<file path="src/rtl/pdc_pkg.sv">
package pdc_pkg;
  localparam int REG_W = 8;

  // register 0 bit positions
  localparam int B0_RUN      = 0;
  localparam int B0_POL      = 1;
  localparam int B0_EN       = 2;
  localparam int B0_MEMSAVE  = 3;
  localparam int B0_ARRAY_PD = 4;
  localparam int B0_ARR_GATE = 5;
  localparam int B0_MC_GATE  = 6;
  localparam int B0_TMR_GATE = 7;

  // register 1 bit positions
  localparam int B1_TICK_MAIN = 0;
  localparam int B1_SLEEP     = 1;
  localparam int R1_W         = 2;

  typedef struct packed {
    logic tick_main;
    logic sleep;
    logic tmr_gate;
    logic mc_gate;
    logic arr_gate;
    logic array_pd;
    logic mem_save;
    logic enable;
    logic polarity;
    logic run;
  } pwr_cfg_t;
endpackage

</file>
<file path="src/rtl/pdc_regs.sv">
module pdc_regs
  import pdc_pkg::*;
(
  input  logic             clk,
  input  logic             rst,
  input  logic             wr_en,
  input  logic             addr,
  input  logic [REG_W-1:0] wdata,
  output logic [REG_W-1:0] rdata,
  output pwr_cfg_t         cfg
);
  logic [REG_W-1:0] mode0_q;
  logic [R1_W-1:0]  mode1_q;

  always_ff @(posedge clk) begin
    if (rst) begin
      mode0_q <= '0;
      mode1_q <= '0;
    end else if (wr_en) begin
      if (addr) mode1_q <= wdata[R1_W-1:0];
      else      mode0_q <= wdata;
    end
  end

  always_ff @(posedge clk) begin
    if (rst) rdata <= '0;
    else     rdata <= addr ? {{(REG_W-R1_W){1'b0}}, mode1_q} : mode0_q;
  end

  always_comb begin
    cfg.run       = mode0_q[B0_RUN];
    cfg.polarity  = mode0_q[B0_POL];
    cfg.enable    = mode0_q[B0_EN];
    cfg.mem_save  = mode0_q[B0_MEMSAVE];
    cfg.array_pd  = mode0_q[B0_ARRAY_PD];
    cfg.arr_gate  = mode0_q[B0_ARR_GATE];
    cfg.mc_gate   = mode0_q[B0_MC_GATE];
    cfg.tmr_gate  = mode0_q[B0_TMR_GATE];
    cfg.tick_main = mode1_q[B1_TICK_MAIN];
    cfg.sleep     = mode1_q[B1_SLEEP];
  end

  // reserved bits of register 1 always read back as zero
  p_rsvd_zero_r2: assert property (@(posedge clk) disable iff (rst)
    $past(addr) |-> (rdata[REG_W-1:R1_W] == '0));
endmodule

</file>
<file path="src/rtl/pdc_tick_gen.sv">
module pdc_tick_gen #(
  parameter int SYNC_STAGES = 2
) (
  input  logic clk,
  input  logic rst,
  input  logic alt_in,
  input  logic sel_main,
  output logic tick
);
  localparam int LAST = SYNC_STAGES - 1;

  genvar i;
  generate
    for (i = 0; i < SYNC_STAGES; i++) begin : g_sync
      logic q;
      if (i == 0) begin : g_first
        always_ff @(posedge clk) begin
          if (rst) q <= 1'b0;
          else     q <= alt_in;
        end
      end else begin : g_next
        always_ff @(posedge clk) begin
          if (rst) q <= 1'b0;
          else     q <= g_sync[i-1].q;
        end
      end
    end
  endgenerate

  logic alt_sync;
  logic alt_prev_q;
  assign alt_sync = g_sync[LAST].q;

  always_ff @(posedge clk) begin
    if (rst) begin
      alt_prev_q <= 1'b0;
      tick       <= 1'b0;
    end else begin
      alt_prev_q <= alt_sync;
      tick       <= sel_main ? 1'b1 : (alt_sync & ~alt_prev_q);
    end
  end

  // in alternate mode a tick is a single-cycle pulse
  p_tick_pulse_r8: assert property (@(posedge clk) disable iff (rst)
    (!sel_main && tick) |=> (sel_main || $past(sel_main) || !tick));
endmodule

</file>
<file path="src/rtl/pdc_idle_counter.sv">
module pdc_idle_counter #(
  parameter int IDLE_TICKS = 15
) (
  input  logic clk,
  input  logic rst,
  input  logic armed,
  input  logic polarity,
  input  logic ale_in,
  input  logic tick,
  output logic standby
);
  localparam int CNT_W = $clog2(IDLE_TICKS + 1);
  localparam logic [CNT_W-1:0] LIMIT = CNT_W'(IDLE_TICKS);

  logic             ale_q, ale_qq;
  logic [CNT_W-1:0] cnt_q, cnt_nxt;
  logic             edge_seen, at_idle_lvl;

  always_ff @(posedge clk) begin
    if (rst) begin
      ale_q  <= 1'b0;
      ale_qq <= 1'b0;
    end else begin
      ale_q  <= ale_in;
      ale_qq <= ale_q;
    end
  end

  assign edge_seen   = ale_q ^ ale_qq;
  assign at_idle_lvl = (ale_q == polarity);

  always_comb begin
    cnt_nxt = cnt_q;
    if (!armed || edge_seen || !at_idle_lvl) cnt_nxt = '0;
    else if (tick && (cnt_q != LIMIT))      cnt_nxt = cnt_q + 1'b1;
  end

  always_ff @(posedge clk) begin
    if (rst) begin
      cnt_q   <= '0;
      standby <= 1'b0;
    end else begin
      cnt_q   <= cnt_nxt;
      standby <= (cnt_nxt == LIMIT);
    end
  end

  // disarmed counter is cleared
  p_disarm_clear_r5: assert property (@(posedge clk) disable iff (rst)
    !armed |=> (cnt_q == '0 && !standby));
  // strobe transition clears the count
  p_edge_clear_r6: assert property (@(posedge clk) disable iff (rst)
    edge_seen |=> (cnt_q == '0));
  // the count advances by at most one per cycle
  p_step_r4: assert property (@(posedge clk) disable iff (rst)
    (cnt_q != $past(cnt_q)) |-> (cnt_q == '0 || cnt_q == $past(cnt_q) + 1'b1));
  // standby only rises from the last step of the count
  p_rise_at_limit_r4: assert property (@(posedge clk) disable iff (rst)
    $rose(standby) |-> ($past(cnt_q) == LIMIT - 1'b1));
  // a saturated count holds while idle conditions persist
  p_hold_r9: assert property (@(posedge clk) disable iff (rst)
    (standby && armed && !edge_seen && at_idle_lvl) |=> standby);
endmodule

</file>
<file path="src/rtl/bus_idle_pwrdn.sv">
module bus_idle_pwrdn
  import pdc_pkg::*;
#(
  parameter int IDLE_TICKS  = 15,
  parameter int SYNC_STAGES = 2
) (
  input  logic       clk,
  input  logic       rst,
  input  logic       reg_wr_en,
  input  logic       reg_addr,
  input  logic [7:0] reg_wdata,
  output logic [7:0] reg_rdata,
  input  logic       ale_in,
  input  logic       alt_clk_in,
  output logic       standby_o,
  output logic       mem_saver_o,
  output logic       array_pd_en_o,
  output logic       array_clk_gate_o,
  output logic       mcell_clk_gate_o,
  output logic       timer_clk_gate_o,
  output logic       sleep_en_o
);
  pwr_cfg_t cfg;
  logic     tick;
  logic     armed;

  pdc_regs u_regs (
    .clk   (clk),
    .rst   (rst),
    .wr_en (reg_wr_en),
    .addr  (reg_addr),
    .wdata (reg_wdata),
    .rdata (reg_rdata),
    .cfg   (cfg)
  );

  pdc_tick_gen #(.SYNC_STAGES(SYNC_STAGES)) u_tick (
    .clk      (clk),
    .rst      (rst),
    .alt_in   (alt_clk_in),
    .sel_main (cfg.tick_main),
    .tick     (tick)
  );

  assign armed = cfg.run & cfg.enable;

  pdc_idle_counter #(.IDLE_TICKS(IDLE_TICKS)) u_idle (
    .clk      (clk),
    .rst      (rst),
    .armed    (armed),
    .polarity (cfg.polarity),
    .ale_in   (ale_in),
    .tick     (tick),
    .standby  (standby_o)
  );

  always_ff @(posedge clk) begin
    if (rst) begin
      mem_saver_o      <= 1'b0;
      array_pd_en_o    <= 1'b0;
      array_clk_gate_o <= 1'b0;
      mcell_clk_gate_o <= 1'b0;
      timer_clk_gate_o <= 1'b0;
      sleep_en_o       <= 1'b0;
    end else begin
      mem_saver_o      <= cfg.mem_save;
      array_pd_en_o    <= cfg.array_pd;
      array_clk_gate_o <= cfg.arr_gate;
      mcell_clk_gate_o <= cfg.mc_gate;
      timer_clk_gate_o <= cfg.tmr_gate;
      sleep_en_o       <= cfg.sleep;
    end
  end

  // outputs track the configuration one cycle later
  p_outs_follow_r3: assert property (@(posedge clk) disable iff (rst)
    (mem_saver_o == $past(cfg.mem_save)) && (sleep_en_o == $past(cfg.sleep)));
  // standby cannot persist once counting is disarmed
  p_disarm_drop_r10: assert property (@(posedge clk) disable iff (rst)
    !armed |=> !standby_o);
endmodule

</file>
<file path="config.mk">
export PLATFORM = sky130hd
export DESIGN_NAME = bus_idle_pwrdn
export DESIGN_NICKNAME = d
export VERILOG_FILES = /design/src/rtl/pdc_pkg.sv /design/src/rtl/pdc_regs.sv /design/src/rtl/pdc_tick_gen.sv /design/src/rtl/pdc_idle_counter.sv /design/src/rtl/bus_idle_pwrdn.sv
export SDC_FILE = /design/constraint.sdc
export NUM_CORES = 1
export LEC_CHECK = 0
export ABC_AREA = 1
export CAP_MARGIN = 20
export CORE_UTILIZATION = 45
export CTS_CLUSTER_DIAMETER = 30
export CTS_CLUSTER_SIZE = 16
export DETAILED_ROUTE_END_ITERATION = 8
export PLACE_DENSITY_LB_ADDON = 0.08
export SETUP_SLACK_MARGIN = 0.5
export SYNTH_ARGS = -nofsm -noshare
export SYNTH_HDL_FRONTEND = slang
export SYNTH_SLANG_ARGS = --single-unit
</file>
<file path="constraint.sdc">
create_clock -name clk -period 1.7 [get_ports clk]
set_clock_uncertainty 0.05 [all_clocks]
set_input_delay 0.255 -clock clk [delete_from_list [all_inputs] [get_ports clk]]
set_output_delay 0.255 -clock clk [all_outputs]
set_load 0.02 [all_outputs]
</file>
==> results.cfg <==
[status]
outcome = finished clean

[hold_path]
min_path_cells = 2
min-delay-start = u_tick.g_sync[0].q$_SDFF_PP0_
hold_end = u_tick.alt_sync$_SDFF_PP0_
min_path_type = flop to flop

[critical_path]
r2r_start = u_idle.cnt_q[0]$_SDFF_PP0_
reg2regPathDepth = 8
path_cells = ha_4 > nand3_4 > nand2_4 > nand2_2 > nand2_2 > nor2_2 > nand3_1 > nor2_1
arrival_ps = 1450
path_delay_family = simple AND/OR/NAND/NOR gates
critical-path-slowest-cell = dfxtp_4
cp.buffers_inverters = 0
path_class = flop to flop
r2r_setup_slack_ps = 490
r2r_end = u_idle.standby$_SDFF_PP0_
crit_top_cell = nand2_2
slowest_delay_ps = 370
path_max_fanout = 4
endpoint_kind = flop
cp-start-kind = flop
required_ps = 1940

[clock_tree]
clockBufferDepth = 2
numCtsBuffers = 5
clock-sinks = 35
cts_tree = built
cts_max_level = 2
clkSlewWorstSetupHoldPaths_ps = 110
postCtsHoldBufs = 0
cts-root-buf = clkbuf_4
clk_latency_ps = 340

[synth]
syn-cell-area_mm2 = 0.00118
yosys.cell_types.count = 21
synth-seq-cells = 35
yosysWarnings = 0
synthCells = 139
syn_area_per_cell_um2 = 8.52
synth_nets = 154
ys_seq_area_share_pct = 59.1

[layout]
syn2layout_area_growth_pct = 31.3
diodes = 0
nets = 190
num-fill-cells = 238
drive_above_1_share_pct = 25.6
final_util_pct = 62.8

[sta]
relSlewSlack_pct = 82.3
setup_viol = 0
finalSetupTns_ps = 0
final_max_slew_viol_count = 0
finalHoldViolations = 0
min_period_over_period_pct = 71.4
fmax_mhz = 824
worstMarginPinSlew_ps = 265
rsz0062_at_grt = yes
period_needed_ps = 1210

[die]
core_area_mm2 = 0.00248
initial_utilization_pct = 47.8
fp.dieArea_mm2 = 0.00284
die_h_um = 53.3
dieWidth_um = 53.3
rows = 18
io-pin-count = 29

[grt]
grt_pass1_vias = 887
grt_first_pass_wirelength_mm = 3.84
track_usage_pct = 19.9
overflow = 0
grt_max_degree = 17
antenna_found_initial = 0

[route]
wl_mm = 2.33
drc = 0
vias = 956
routed_via_density = 4.64
routedWlPerCell_um = 11.3
first_iter_violations = 12
drtAntennaViolNets = 0
firstDrtPassIters = 2

[place]
portBuffers = 28
dp_hpwl_mm = 1.63
place.gp.congestion = 0.685

[power]
sw_frac_of_total_pct = 25.9
pwr-share-comb_pct = 9.4
vdd_ir_drop_max_mv = 0.717
power.share.sequential_pct = 60.0
leakage_nw = 0.681
p_int_mw = 1.07
power_mw = 1.44
switchingPower_uw = 373
p_clk_share_pct = 30.6
powerDensity_mw_per_mm2 = 927

[run]
drv_cap = 0
stage by stage:
stage	instances	setup slack [ps]	hold WS, ps	cell area (um^2)
final	206	487	363	1560
after global routing	206	394	368	1560
after CTS	206	407	365	1540
after detailed placement	195	46.6	347	1500
after global placement	195	67.6	341	1500
after floorplan	139	500	312	1190
cells in the mapped netlist:
cell type	instances	area, um^2
buf_2	1	5.00
nand2_1	17	63.8
o21ai_0	10	50.1
a21oi_1	11	55.1
and2_1	2	12.5
clkbuf_1	1	3.75
nand3_2	2	20.0
a21oi_2	1	8.76
a22oi_1	1	7.51
nand2_2	2	12.5
o21ai_1	1	5.00
nand4_1	1	6.26
nor2_1	20	75.1
o31ai_1	1	7.51
clkbuf_2	1	5.00
buf_6	1	11.3
nor3_1	1	5.00
inv_1	22	82.6
dfxtp_1	35	701
ha_1	1	12.5
nand3_1	7	35.0
flip-flops by register name (all words and copies together), names as in the netlist, 2 cells and up:
name and count:
u_regs.rdata 8, u_regs.mode1_q 2, u_regs.mode0_q 8, u_idle.cnt_q 4
worst max path at each step:
stage,start,end,cells past startpoint
2_1_floorplan,u_idle.cnt_q[1]$_SDFF_PP0_,u_idle.cnt_q[3]$_SDFF_PP0_,7
3_3_place_gp,reg_addr,u_regs.mode0_q[4]$_SDFFE_PP0P_,5
4_1_cts,u_regs.rdata[6]$_SDFF_PP0_,reg_rdata[6],1
5_1_grt,u_idle.cnt_q[0]$_SDFF_PP0_,u_idle.standby$_SDFF_PP0_,8
3_5_place_dp,rst,u_regs.rdata[0]$_SDFF_PP0_,4
6_report,u_idle.cnt_q[0]$_SDFF_PP0_,u_idle.standby$_SDFF_PP0_,8
timing repair:
action                     4_1_cts  5_1_grt
buffers inserted                 3        0
pin swaps                        2        5
gates resized for setup         66       10
setup endpoints to repair       35       17
power by group through the flow:
| stage | combinational, mW | sequential [mW] | clock (mW) |
|---|---|---|---|
| after global routing | 0.152 | 0.868 | 0.491 |
| after global placement | 0.140 | 0.884 | 0 |
| after detailed placement | 0.142 | 0.884 | 0 |
| after CTS | 0.133 | 0.864 | 0.457 |
| after floorplan | 0.0579 | 0.899 | 0 |
| final | 0.136 | 0.864 | 0.441 |
metal layers:
layer,vias up,GRT usage (%),share of wire (%)
met1,427,21.0,44
met3,8,6.32,3.7
met5,-,0,0
met2,16,34.0,49
li1,505,-,-
met4,0,11.8,2.6
worst reg2reg max path, cell delays in order (launching register included):
cell	delay, ps
dfxtp_4	370
ha_4	170
nand3_4	90
nand2_4	70
nand2_2	70
nand2_2	50
nor2_2	90
nand3_1	90
nor2_1	100
cells by family after synthesis:
kind of cell	after synthesis	synth area share, %
AND/OR/NAND/NOR	52	19.4
flip-flops	35	59.1
buffers and inverters	26	9.08
AO/OA/AOI/OAI	25	11.3
adder cells (fa/ha/maj)	1	1.06
cells in the final DEF, fill, tap and decap left out, types with 2 or more instances in the layout:
master           count
clkdlybuf4s50_1     13
o21ai_1              2
buf_4                5
nand2_4              2
dfxtp_1             33
clkinvlp_4           2
nand2_2              5
and2_1               2
nor2_1              19
inv_1               20
buf_2               14
o21ai_0              9
clkbuf_4             5
a21oi_1             11
nand2_1             12
nand3_1              6
nand3_2              2
final cells by class:
class | instances | area [um^2] | area share [%]
Clock buffer | 5 | 37.5 | 2.41
Clock inverter | 3 | 20.0 | 1.29
Inverter | 22 | 85.1 | 5.47
Multi-Input combinational cell | 78 | 427 | 27.4
Sequential cell | 35 | 706 | 45.4
Tap cell | 30 | 37.5 | 2.41
Timing Repair Buffer | 33 | 243 | 15.6
Power figures use the tool's default switching activity.
